### config.mk
export PLATFORM = sky130hd
export DESIGN_NAME = nrzi_rx_unstuff
export DESIGN_NICKNAME = d
export VERILOG_FILES = /design/src/rtl/nrzi_rx_pkg.sv /design/src/rtl/nrzi_slicer.sv /design/src/rtl/run_tracker.sv /design/src/rtl/rx_out_stage.sv /design/src/rtl/nrzi_rx_unstuff.sv
export SDC_FILE = /design/constraint.sdc
export NUM_CORES = 1
export LEC_CHECK = 0
export CAP_MARGIN = 10
export CORE_AREA = 2 2 39 41
export CTS_CLUSTER_DIAMETER = 30
export DETAILED_ROUTE_END_ITERATION = 12
export DIE_AREA = 0 0 41 43
export DONT_BUFFER_PORTS = 1
export SLEW_MARGIN = 20
export SYNTH_ARGS = -nofsm -noshare
export SYNTH_HDL_FRONTEND = slang
export SYNTH_HIERARCHICAL = 1
export SYNTH_SLANG_ARGS = --single-unit
### constraint.sdc
create_clock -name clk -period 1.8 [get_ports clk]
set_input_delay 0.36 -clock clk [delete_from_list [all_inputs] [get_ports clk]]
set_output_delay 0.36 -clock clk [all_outputs]
set_load 0.05 [all_outputs]
### src/rtl/nrzi_rx_pkg.sv
package nrzi_rx_pkg;

  typedef enum logic {RX_IDLE, RX_ACTIVE} rx_state_e;

  localparam logic LVL_J = 1'b1;

  // Unchanged level means a 1, a level change means a 0.
  function automatic logic nrzi_bit(input logic prev_lvl, input logic cur_lvl);
    return prev_lvl ~^ cur_lvl;
  endfunction

  // Length of the run of 1s after one more decoded bit.
  function automatic int unsigned run_next(input int unsigned cnt, input logic bit_in);
    return bit_in ? cnt + 1 : 0;
  endfunction

endpackage

### src/rtl/nrzi_slicer.sv
module nrzi_slicer
  import nrzi_rx_pkg::*;
(
  input  logic clk,
  input  logic rst_n,
  input  logic init,
  input  logic take,
  input  logic line_j,
  output logic dec_bit
);
  logic prev_lvl;

  always_ff @(posedge clk or negedge rst_n) begin
    if (!rst_n)      prev_lvl <= LVL_J;
    else if (init)   prev_lvl <= LVL_J;
    else if (take)   prev_lvl <= line_j;
  end

  assign dec_bit = nrzi_bit(prev_lvl, line_j);

  // a packet start leaves J as the reference level
  p_prev_init_r2: assert property (@(posedge clk) disable iff (!rst_n)
    init |=> prev_lvl == LVL_J);

endmodule

### src/rtl/run_tracker.sv
module run_tracker
  import nrzi_rx_pkg::*;
#(
  parameter int RUN_LEN = 6,
  localparam int CNT_W = $clog2(RUN_LEN + 1)
)(
  input  logic             clk,
  input  logic             rst_n,
  input  logic             clear,
  input  logic             take,
  input  logic             dec_bit,
  output logic             stuff_slot,
  output logic [CNT_W-1:0] run_cnt
);
  assign stuff_slot = (run_cnt == CNT_W'(RUN_LEN));

  always_ff @(posedge clk or negedge rst_n) begin
    if (!rst_n)          run_cnt <= '0;
    else if (clear)      run_cnt <= '0;
    else if (take) begin
      if (stuff_slot)    run_cnt <= '0;
      else               run_cnt <= CNT_W'(run_next(int'(run_cnt), dec_bit));
    end
  end

  // the run count stops at the stuff slot
  p_run_bound_r3: assert property (@(posedge clk) disable iff (!rst_n)
    run_cnt <= CNT_W'(RUN_LEN));

  // a decoded 0 outside the stuff slot restarts the run
  p_zero_clears_r6: assert property (@(posedge clk) disable iff (!rst_n)
    (take && !clear && !stuff_slot && !dec_bit) |=> run_cnt == '0);

endmodule

### src/rtl/rx_out_stage.sv
module rx_out_stage (
  input  logic clk,
  input  logic rst_n,
  input  logic deliver,
  input  logic abort,
  input  logic dec_bit,
  output logic dout,
  output logic dout_vld,
  output logic stuff_err
);
  always_ff @(posedge clk or negedge rst_n) begin
    if (!rst_n) begin
      dout      <= 1'b0;
      dout_vld  <= 1'b0;
      stuff_err <= 1'b0;
    end else begin
      dout_vld  <= deliver;
      stuff_err <= abort;
      if (deliver) dout <= dec_bit;
    end
  end

  // data and error are never flagged together
  p_vld_err_excl_r10: assert property (@(posedge clk) disable iff (!rst_n)
    !(dout_vld && stuff_err));

endmodule

### src/rtl/nrzi_rx_unstuff.sv
module nrzi_rx_unstuff
  import nrzi_rx_pkg::*;
#(
  parameter int RUN_LEN = 6
)(
  input  logic clk,
  input  logic rst_n,
  input  logic bit_stb,
  input  logic line_j,
  input  logic pkt_start,
  input  logic pkt_end,
  output logic dout,
  output logic dout_vld,
  output logic stuff_err,
  output logic in_pkt
);
  localparam int CNT_W = $clog2(RUN_LEN + 1);

  rx_state_e        state;
  logic             take;
  logic             dec_bit;
  logic             stuff_slot;
  logic [CNT_W-1:0] run_cnt;
  logic             drop_evt;
  logic             err_evt;
  logic             deliver_evt;

  // Named internal events
  assign take        = bit_stb && (state == RX_ACTIVE) && !pkt_start && !pkt_end;
  assign drop_evt    = take && stuff_slot && !dec_bit;
  assign err_evt     = take && stuff_slot && dec_bit;
  assign deliver_evt = take && !stuff_slot;

  always_ff @(posedge clk or negedge rst_n) begin
    if (!rst_n)                  state <= RX_IDLE;
    else if (pkt_start)          state <= RX_ACTIVE;
    else if (pkt_end || err_evt) state <= RX_IDLE;
  end

  assign in_pkt = (state == RX_ACTIVE);

  nrzi_slicer u_slicer (
    .clk     (clk),
    .rst_n   (rst_n),
    .init    (pkt_start),
    .take    (take),
    .line_j  (line_j),
    .dec_bit (dec_bit)
  );

  run_tracker #(.RUN_LEN(RUN_LEN)) u_run (
    .clk        (clk),
    .rst_n      (rst_n),
    .clear      (pkt_start),
    .take       (take),
    .dec_bit    (dec_bit),
    .stuff_slot (stuff_slot),
    .run_cnt    (run_cnt)
  );

  rx_out_stage u_out (
    .clk       (clk),
    .rst_n     (rst_n),
    .deliver   (deliver_evt),
    .abort     (err_evt),
    .dec_bit   (dec_bit),
    .dout      (dout),
    .dout_vld  (dout_vld),
    .stuff_err (stuff_err)
  );

  // a valid bit follows an accepted strobe
  p_vld_after_stb_r1: assert property (@(posedge clk) disable iff (!rst_n)
    dout_vld |-> ($past(bit_stb) && $past(in_pkt)));

  // an error follows a full run and ends the packet
  p_err_after_run_r5: assert property (@(posedge clk) disable iff (!rst_n)
    stuff_err |-> ($past(run_cnt) == CNT_W'(RUN_LEN) && !in_pkt));

  // the error is a single-cycle pulse
  p_err_pulse_r5: assert property (@(posedge clk) disable iff (!rst_n)
    stuff_err |=> !stuff_err);

  // a dropped stuffed bit yields no valid
  p_drop_silent_r3: assert property (@(posedge clk) disable iff (!rst_n)
    drop_evt |=> !dout_vld && !stuff_err);

  // nothing comes out while idle
  p_idle_quiet_r7: assert property (@(posedge clk) disable iff (!rst_n)
    !in_pkt |=> !dout_vld && !stuff_err);

  // end of packet drops in_pkt unless a start coincides
  p_end_drops_r8: assert property (@(posedge clk) disable iff (!rst_n)
    (pkt_end && !pkt_start) |=> !in_pkt);

  // a start clears the run count
  p_start_clears_r6: assert property (@(posedge clk) disable iff (!rst_n)
    pkt_start |=> in_pkt && run_cnt == '0);

endmodule

Yosys cells after proc, flatten, opt, wreduce, memory -nomap -nowiden
Cells that the tools add are included.
{ "totals": {"regBits": 8, "inputBits": 6, "output_inout_bits": 4, "word_cells": 29} }
{ "classes": {"add_sub_neg": 1, "n_eq_ne": 1, "mux": 8, "bitwise": 1, "reduce_logical": 12} }
{ "ops": {"columns": ["cell", "n"], "rows": [
  ["$mux W3", 4],
  ["$logic_and A1 B1 Y1", 6],
  ["$mux W1", 4],
  ["$reduce_bool A2 Y1", 2],
  ["$add A3 B1 Y3 const B", 1],
  ["$eq A3 B3 Y1 const B", 1],
  ["$logic_not A1 Y1", 3],
  ["$logic_or A1 B1 Y1", 1],
  ["$xnor A1 B1 Y1", 1]
]} }

Depth between registers and ports, before layout
Gate-level depths: netlist of the first run.
{ "logic_depth": {"depth_word": 8, "mapped_depth": 6, "ltp_nobuf": 6} }

Cells and area by module
The synthesis of the first run kept the hierarchy.
{ "modules_own_cells": {"columns": ["mod", "instances", "cells_per_inst", "area_per_inst_um2"], "rows": [
  ["run_tracker", 1, 19, 178.9],
  ["rx_out_stage", 1, 4, 90.1],
  ["nrzi_rx_unstuff", 1, 9, 68.8],
  ["nrzi_slicer", 1, 4, 50.0]
]} }

Least setup slack after synthesis of the first run
No wires, ideal clock.
{ "synth_timing": {"kind": "reg-to-reg", "start": "register state, in the netlist in_pkt", "end": "register u_out.dout", "arrival_ns": 1.300, "required_ns": 1.675, "setup_slack_ns": 0.375, "path_stages_with_launch": 4, "cell_sequence": "dfrtp_1 -> nand4bb_1 -> nor2_1 -> mux2_4"} }
{ "synth_via": {"elab_chain_cells": 4} }
{ "synth_lines": {"columns": ["item", "line_no", "source"], "rows": [
  ["start: declaration", "nrzi_rx_unstuff.sv:19", "rx_state_e state;"],
  ["start signal: assignment", "nrzi_rx_unstuff.sv:35", "if (!rst_n) state <= RX_IDLE;"],
  ["start signal: assignment", "nrzi_rx_unstuff.sv:36", "else if (pkt_start) state <= RX_ACTIVE;"],
  ["start signal: assignment", "nrzi_rx_unstuff.sv:37", "else if (pkt_end || err_evt) state <= RX_IDLE;"],
  ["$logic_and A1 B1 Y1 (3 in a row)", "nrzi_rx_unstuff.sv:29", "assign take = bit_stb && (state == RX_ACTIVE) && !pkt_start && !pkt_end;"],
  ["$logic_and A1 B1 Y1", "nrzi_rx_unstuff.sv:32", "assign deliver_evt = take && !stuff_slot;"],
  ["named net deliver_evt", "nrzi_rx_unstuff.sv:26", "logic deliver_evt;"],
  ["end signal: assignment", "rx_out_stage.sv:19", "if (deliver) dout <= dec_bit;"],
  ["end: declaration", "rx_out_stage.sv:7", "output logic dout,"]
]} }
The timed path passes the listed nets, and every way through them passes these cells.
A chain may end at the register's enable or synchronous reset.

Final worst setup path of the first run
{ "layout_timing": {"start": "register u_run.run_cnt[0]", "end": "register u_out.dout"} }
{ "layout_via": {"elab_chain_cells": 3} }
{ "layout_lines": {"columns": ["item", "line_no", "source"], "rows": [
  ["start: declaration", "run_tracker.sv:13", "output logic [CNT_W-1:0] run_cnt"],
  ["start signal: assignment", "run_tracker.sv:22", "else run_cnt <= CNT_W'(run_next(int'(run_cnt), dec_bit));"],
  ["$eq A3 B3 Y1", "run_tracker.sv:15", "assign stuff_slot = (run_cnt == CNT_W'(RUN_LEN));"],
  ["named net stuff_slot", "nrzi_rx_unstuff.sv:22", "logic stuff_slot;"],
  ["$logic_not A1 Y1", "nrzi_rx_unstuff.sv:32", null],
  ["$logic_and A1 B1 Y1", "nrzi_rx_unstuff.sv:32", null],
  ["named net deliver_evt", "nrzi_rx_unstuff.sv:26", null]
]} }
The timed path passes the listed nets, and every way through them passes these cells.

==> impl_table.tex, run 1 <==
\begin{tabular}{lr}
\hline
Metric & Value \\
\hline
\multicolumn{2}{l}{\textbf{STA}} \\
\quad Max Clock Skew & $\sim$0.0076 ns \\
\quad Max Clock Freq & roughly 680 MHz \\
\quad Final setup violation count & 0 \\
\quad Total count of hold-check failures in the final report & 0 \\
\quad Setup repair after global routing missed its margin & no \\
\quad Max\_slew headroom & roughly 65\% \\
\quad Share of the clock period used by the worst path after layout & 81.4\% \\
\quad Min Hold Slack & between 0.15 and 0.2 ns \\
\quad Max Slew Vio Count & 0 \\
\quad Final worst path period need & 1.47 ns \\
\quad Setup TNS after final layout & 0 ns \\
\quad Slew @ Worst Pin & 0.526 ns \\
\multicolumn{2}{l}{\textbf{Placed design}} \\
\quad Inst Count DP & 53 \\
\quad Final estimated routing congestion in global placement & between 0.7 and 0.8 \\
\quad DP Wirelength & roughly 540 µm \\
\quad PortBufs & 0 \\
\multicolumn{2}{l}{\textbf{Global routing}} \\
\quad Wire length of the first global-routing pass & between 1000 and 1500 µm \\
\quad Initial antenna violation count & 0 \\
\quad Overflow left after global routing & 0 \\
\quad Largest net degree at the start of global routing & 9 \\
\quad Total routing usage reported by global routing & between 10\% and 20\% \\
\quad Vias in the first global route & 266 \\
\multicolumn{2}{l}{\textbf{Route}} \\
\quad Average wire per standard cell & 12.6 µm \\
\quad Pre-antenna DRT Iters & 3 \\
\quad DRC violations left & 0 \\
\quad Number of nets still failing antenna checks after routing & 0 \\
\quad Total wire length after detailed routing & about 730 µm \\
\quad Via total after detailed routing & between 200 and 300 \\
\quad First DRT Iteration DRCs & 7 \\
\quad Mean number of vias per cell & 4.83 \\
\multicolumn{2}{l}{\textbf{Setup path}} \\
\quad Arrival @ worst endpoint & $\sim$1.6 ns \\
\quad Worst Setup End Kind & register \\
\quad Delay-heaviest family, CP & flip-flops \\
\quad WS Path Type & register to register \\
\quad Required time of the worst setup path & around 2.0 ns \\
\quad Critical-path cell list & inv\_1 -> ha\_1 -> nand2\_1 -> inv\_1 -> nor2\_1 -> mux2\_4 \\
\quad Biggest fanout along the worst timing path & 3 \\
\quad Total buffers and inverters traversed by the critical path & 2 \\
\quad Slowest cell on the critical path & sky130\_fd\_sc\_hd\_\_dfrtp\_1 \\
\quad Startpoint class of the critical path & register \\
\quad Delay of the slowest critical-path stage & 0.37 ns \\
\quad CP dominant cell by count & sky130\_fd\_sc\_hd\_\_inv\_1 \\
\multicolumn{2}{l}{\textbf{Final layout}} \\
\quad Number of antenna diodes & 0 \\
\quad Non-Filler Instances & slightly below 60 \\
\quad Core occupancy in the finished layout & between 30\% and 40\% \\
\quad Number of nets at the end of the flow & roughly 50 \\
\quad Ratio of cells with drive above 1 in the final layout & around 17\% \\
\quad Layout fillers & $\sim$140 \\
\quad Signed area change from the synthesized netlist to the final layout & 16.5\% \\
\multicolumn{2}{l}{\textbf{Floorplan}} \\
\quad Total number of placement rows & 14 \\
\quad Core area & about 1400 µm² \\
\quad I/O pins & 10 \\
\quad Die Footprint & $\sim$1800 µm² \\
\quad Starting density of the core & between 20\% and 30\% \\
\quad Chip Height & between 40 and 50 µm \\
\quad Die Wd & between 40 and 50 µm \\
\multicolumn{2}{l}{\textbf{CTS}} \\
\quad Buffers from clock root to sink, at most & 2 \\
\quad CTS tree & done \\
\quad Total clock buffers created by CTS & 3 \\
\quad Clk\_lat worst skew & 0.26 ns \\
\quad H-tree levels & 1 \\
\quad Clk root buf & sky130\_fd\_sc\_hd\_\_clkbuf\_4 \\
\quad Cts repair resizes & 0 \\
\quad Clock-pin slew reported for the worst setup and hold paths after clock tree synthesis & around 0.06 ns \\
\quad Clk sinks & 8 \\
\multicolumn{2}{l}{\textbf{Power}} \\
\quad Maximum VDD drop & between 0.0004 and 0.0005 V \\
\quad Leakage power & 0.207 nW \\
\quad Combinational share of power & 10.0\% \\
\quad Sequential power share & 54.0\% \\
\quad Total internal power & about 0.00029 W \\
\quad Switching power summed over all nets & between 0.0001 and 0.00015 W \\
\quad Share of total power consumed by net switching & about 28\% \\
\quad Share of power burned in the clock network & roughly 36\% \\
\quad PD cells & $\sim$910 nW/µm² \\
\multicolumn{2}{l}{\textbf{Yosys}} \\
\quad Sequential fraction of the synthesis area & 51.9\% \\
\quad Library cell occupying the most area in the post-synthesis netlist & sky130\_fd\_sc\_hd\_\_dfrtp\_1 \\
\quad Portion of synthesized cell area occupied by the leading cell type & about 45\% \\
\quad Syn avg cell area & approximately 11 µm² \\
\quad Post-synthesis net count & 44 \\
\quad Synth area leaders & sky130\_fd\_sc\_hd\_\_dfrtp\_1 45\%, sky130\_fd\_sc\_hd\_\_dfstp\_2 6.8\%, sky130\_fd\_sc\_hd\_\_ha\_1 6.5\% \\
\quad Cells after synthesis & 36 \\
\quad Post-synthesis cell area & roughly 390 µm² \\
\quad Yosys Warn Count & 6 \\
\quad Number of unique standard cell types used by synthesis & 18 \\
\quad Flops \& latches, synth & 8 \\
\multicolumn{2}{l}{\textbf{Job}} \\
\quad \# Max-Cap Violations & 0 \\
\multicolumn{2}{l}{\textbf{Outcome}} \\
\quad Outcome & completed \\
\multicolumn{2}{l}{\textbf{Min path}} \\
\quad Hold Crit Class & input port to register \\
\hline
\end{tabular}
==> stage by stage <==
step           setup slack (ns)  instance area (µm²)  power [W]
3_5_place_dp              0.335                  415   0.000262
6_report                  0.335                  452   0.000411
5_1_grt                   0.232                  452   0.000435
3_3_place_gp              0.391                  415   0.000259
2_1_floorplan             0.375                  388   0.000253
4_1_cts                   0.334                  452   0.000420
==> cells by family after synthesis <==
group | synth area share (%)
compound gates | 9.68
flops | 51.9
buf+inv | 4.84
simple gates | 21.0
fa+ha+maj | 6.45
mux | 3.87
xor+xnor | 2.26
==> worst paths after layout <==
path                                  startpoint                end  slack (ns)  cells past startpoint
worst max-delay path            u_run/run_cnt[0]         u_out/dout        0.33                      6
worst min-delay path                   pkt_start   u_run/run_cnt[2]        0.15                      1
worst max register to register  u_run/run_cnt[0]         u_out/dout        0.33                      6
worst min register to register  u_run/run_cnt[0]   u_run/run_cnt[0]        0.55                      2
max in group asynchronous                  rst_n  u_slicer/prev_lvl        1.03                      1
min in group asynchronous                  rst_n         u_out/dout        0.45                      1
==> layout by cell type (no fill, tap or decap), types with 2 or more instances in the layout <==
cell type	n
sky130_fd_sc_hd__nor2_1	2
sky130_fd_sc_hd__nand4b_1	2
sky130_fd_sc_hd__nand2_1	4
sky130_fd_sc_hd__inv_1	5
sky130_fd_sc_hd__clkbuf_4	3
sky130_fd_sc_hd__ha_1	2
sky130_fd_sc_hd__dfrtp_1	7
sky130_fd_sc_hd__a21oi_1	3
==> cell usage after synthesis (all sizes together) <==
library cell and instances:
nand2 4, ha 2, nand4 1, nor2 2
dfrtp 7, nor2b 1, nand3 1, inv 5
a211o 1, a21oi 3, a31o 1, nand4bb 1
xnor2 1, o21ai 1, nor3b 1, mux2 1
dfstp 1, nand4b 2
==> per-layer routing <==
metal	up-vias	global-route usage [%]	wire length [µm]
met5	-	0	0
met4	0	6.00	19
met3	4	9.95	66
met2	10	13.4	330
met1	130	12.5	314
li1	136	-	-
==> final cells by class <==
class	instances	area (µm²)	share of cell area (%)
clock buffers	4	26.3	5.82
flip-flops and latches	8	201	44.6
multi-input cells	23	168	37.1
inverters	5	18.8	4.16
well taps	16	20.0	4.43
repair buffers	2	17.5	3.88
==> state kept, by name, summed over array words and instances, names as in the netlist <==
signal,flops
in_pkt,1
u_out/dout,1
u_out/dout_vld,1
u_out/stuff_err,1
u_run/run_cnt,3
u_slicer/prev_lvl,1
==> power groups by stage <==
stage	sequential (W)	clock (W)	combinational (W)
6_report	0.000222	0.000148	0.0000411
5_1_grt	0.000225	0.000165	0.0000458
4_1_cts	0.000223	0.000156	0.0000419
3_5_place_dp	0.000226	0	0.0000365
3_3_place_gp	0.000225	0	0.0000347
2_1_floorplan	0.000229	0	0.0000238
==> timing repair <==
| item | CTS | global route |
|---|---|---|
| hold buffers | 1 | 0 |
| endpoints found under the hold margin | 8 | 0 |
| setup endpoints to repair | 0 | 0 |
| buffers inserted | 0 | 0 |
Note: power is estimated with default switching activity, not from simulation.
==> run 2: changes to the inputs <==
==> constraint.sdc (replaced) <==
create_clock -name clk -period 1.3 [get_ports clk]
set_input_delay 0.26 -clock clk [delete_from_list [all_inputs] [get_ports clk]]
set_output_delay 0.26 -clock clk [all_outputs]
set_load 0.05 [all_outputs]
==> impl_table.tex, run 2 (synthesized netlist as in run 1, its figures left out) <==
\begin{tabular}{lr}
\hline
Metric & Value \\
\hline
\multicolumn{2}{l}{\textbf{Setup path}} \\
\quad Delay of the slowest critical-path stage & 0.35 ns (-0.02 ns) \\
\quad Startpoint class of the critical path & register \\
\quad Required time of the worst setup path & 1.44 ns (-0.51 ns) \\
\quad Slowest cell on the critical path & sky130\_fd\_sc\_hd\_\_dfrtp\_1 \\
\quad Arrival @ worst endpoint & 1.38 ns (-0.23 ns) \\
\quad Worst Setup End Kind & register \\
\quad Critical-path cell list & inv\_2 -> ha\_2 -> nand2\_2 -> inv\_2 -> nor2\_4 -> mux2\_4 \\
\quad WS Path Type & register to register \\
\quad Biggest fanout along the worst timing path & 3 (unchanged) \\
\quad CP dominant cell by count & sky130\_fd\_sc\_hd\_\_inv\_2 \\
\multicolumn{2}{l}{\textbf{STA}} \\
\quad Final setup violation count & 0 (unchanged) \\
\quad Total count of hold-check failures in the final report & 0 (unchanged) \\
\quad Max\_slew headroom & 70.7\% (+6.1 points) \\
\quad Final worst path period need & 1.24 ns (-0.226 ns) \\
\quad Max Clock Freq & 807 MHz (+18\%) \\
\quad Max Slew Vio Count & 0 (unchanged) \\
\quad Max Clock Skew & 0.00587 ns (-0.00172 ns) \\
\quad Share of the clock period used by the worst path after layout & 95.3\% (+14 points) \\
\quad Slew @ Worst Pin & 0.439 ns (-0.0867 ns) \\
\quad PnR worst setup slack & 0.0610 ns (-0.274 ns) \\
\multicolumn{2}{l}{\textbf{Final layout}} \\
\quad Layout fillers & 141 (+2.9\%) \\
\quad Number of antenna diodes & 0 (unchanged) \\
\quad Post-route design area & 518 µm² (+15\%) \\
\quad Most common cell after layout, fill and taps aside & sky130\_fd\_sc\_hd\_\_buf\_4 \\
\quad Commonest non-fill, non-tap cells in the layout & 7 x sky130\_fd\_sc\_hd\_\_buf\_4, 6 x sky130\_fd\_sc\_hd\_\_dfrtp\_1 \\
\quad Register bank with the most flops & u\_run/run\_cnt \\
\quad Sequential Area & 203 µm² (+0.62\%) \\
\quad Number of nets at the end of the flow & 57 (+12\%) \\
\quad Signed area change from the synthesized netlist to the final layout & 33.5\% \\
\quad Ratio of cells with drive above 1 in the final layout & 41.7\% (+25 points) \\
\quad Area of the multi-input gates & 188 µm² (+12\%) \\
\quad Number of flip-flops under the largest register name & 3 (unchanged) \\
\multicolumn{2}{l}{\textbf{Floorplan}} \\
\quad Die Wd & 41 µm (unchanged) \\
\quad Starting density of the core & 28.0\% (unchanged) \\
\quad Core area & 1380 µm² (unchanged) \\
\quad Total number of placement rows & 14 (unchanged) \\
\quad Chip Height & 43 µm (unchanged) \\
\quad Die Footprint & 1760 µm² (unchanged) \\
\quad I/O pins & 10 (unchanged) \\
\multicolumn{2}{l}{\textbf{CTS}} \\
\quad Number of buffers added for setup after CTS & 0 (unchanged) \\
\quad Buffers from clock root to sink, at most & 2 (unchanged) \\
\quad CTS tree & done \\
\quad Total clock buffers created by CTS & 3 (unchanged) \\
\quad Clk root buf & sky130\_fd\_sc\_hd\_\_clkbuf\_4 \\
\quad Clk\_lat worst skew & 0.26 ns (about the same) \\
\quad Clock-pin slew reported for the worst setup and hold paths after clock tree synthesis & 0.06 ns (about the same) \\
\quad H-tree levels & 1 (unchanged) \\
\quad Clk sinks & 8 (unchanged) \\
\multicolumn{2}{l}{\textbf{Global routing}} \\
\quad Largest net degree at the start of global routing & 9 (unchanged) \\
\quad Overflow left after global routing & 0 (unchanged) \\
\quad Vias in the first global route & 313 (+18\%) \\
\quad Initial antenna violation count & 0 (unchanged) \\
\quad Wire length of the first global-routing pass & 1220 µm (+4.7\%) \\
\quad Total routing usage reported by global routing & 10.8\% (-0.20 points) \\
\multicolumn{2}{l}{\textbf{Route}} \\
\quad Pre-antenna DRT Iters & 4 (+1) \\
\quad Via total after detailed routing & 313 (+12\%) \\
\quad Number of nets still failing antenna checks after routing & 0 (unchanged) \\
\quad DRC violations left & 0 (unchanged) \\
\quad Total wire length after detailed routing & 798 µm (+9.2\%) \\
\quad Average wire per standard cell & 12.5 µm (-1.1\%) \\
\quad First DRT Iteration DRCs & 6 (-1) \\
\quad Mean number of vias per cell & 4.89 (+1.3\%) \\
\multicolumn{2}{l}{\textbf{Placed design}} \\
\quad DP Wirelength & 577 µm (+7.6\%) \\
\quad DP Area & 464 µm² (+12\%) \\
\quad Final estimated routing congestion in global placement & 0.763 (+3.9\%) \\
\quad PortBufs & 0 (unchanged) \\
\quad Pre-CTS setup slack & -0.00449 ns (-0.339 ns) \\
\multicolumn{2}{l}{\textbf{Job}} \\
\quad \# Max-Cap Violations & 0 (unchanged) \\
\multicolumn{2}{l}{\textbf{Power}} \\
\quad Total power of the final layout & 0.000594 W (+45\%) \\
\quad Leakage power & 0.240 nW (+16\%) \\
\quad PD cells & 1150 nW/µm² (+26\%) \\
\quad Maximum VDD drop & 0.000528 V (+20\%) \\
\multicolumn{2}{l}{\textbf{Min path}} \\
\quad Hold Crit Class & input port to register \\
\multicolumn{2}{l}{\textbf{Outcome}} \\
\quad Outcome & completed \\
\hline
\end{tabular}
==> run 2: timing repair <==
item,in CTS,in global routing
pin swaps,0,1
cloned,0,0
gates resized for setup,1,5
hold buffers,1,0
endpoints found under the setup margin,1,1
hold endpoints to repair,8,0
==> run 2: worst max-delay path, delay by kind of cell, from the launching register on <==
kind / cells / cell delay (ns)
muxes: 1 / 0.30
and+or+nand+nor: 2 / 0.19
buffers and inverters: 2 / 0.10
adders and majority gates: 1 / 0.18
DFF: 1 / 0.35
==> run 2: final timing paths <==
kind	startpoint	end	slack, ns	depth (start not counted)
setup / recovery	u_run/run_cnt[0]	u_out/dout	0.06	6
hold / removal	pkt_start	u_run/run_cnt[2]	0.06	1
setup reg to reg	u_run/run_cnt[0]	u_out/dout	0.06	6
hold reg to reg	u_out/dout	u_out/dout	0.52	1
max in group asynchronous	rst_n	u_slicer/prev_lvl	0.63	1
min in group asynchronous	rst_n	u_out/dout_vld	0.35	1
==> run 2: power by group <==
| part | switching [W] | internal, W |
|---|---|---|
| clock | 0.0000905 | 0.000118 |
| sequential | 0.0000114 | 0.000264 |
| combinational | 0.0000655 | 0.0000445 |
| total | 0.000167 | 0.000427 |
==> run 2: cell type report <==
class / instances / area share, %
tap: 16 / 3.86
multi-input combinational: 23 / 36.2
clock buffer: 4 / 5.07
timing repair buffer: 8 / 12.1
sequential: 8 / 39.1
inverter: 5 / 3.62
==> run 2: per-stage QoR <==
step	hold slack [ns]	TNS [ns]	std cells	util (%)
after floorplan	-0.0356	0	36	-
after global placement	-0.0354	0	59	33.5
after detailed placement	-0.0354	-0.00449	59	33.5
after CTS	0.0488	0	64	36.7
after global routing	0.0460	-0.00608	64	37.4
final	0.0559	0	64	37.4
==> run 2: routing by layer <==
metal	vias up	routed length (µm)	global-route usage [%]
met1	151	315	11.5
met3	0	94	8.38
met2	14	388	15.6
li1	148	-	-
met4	0	0	4.00
met5	-	0	0
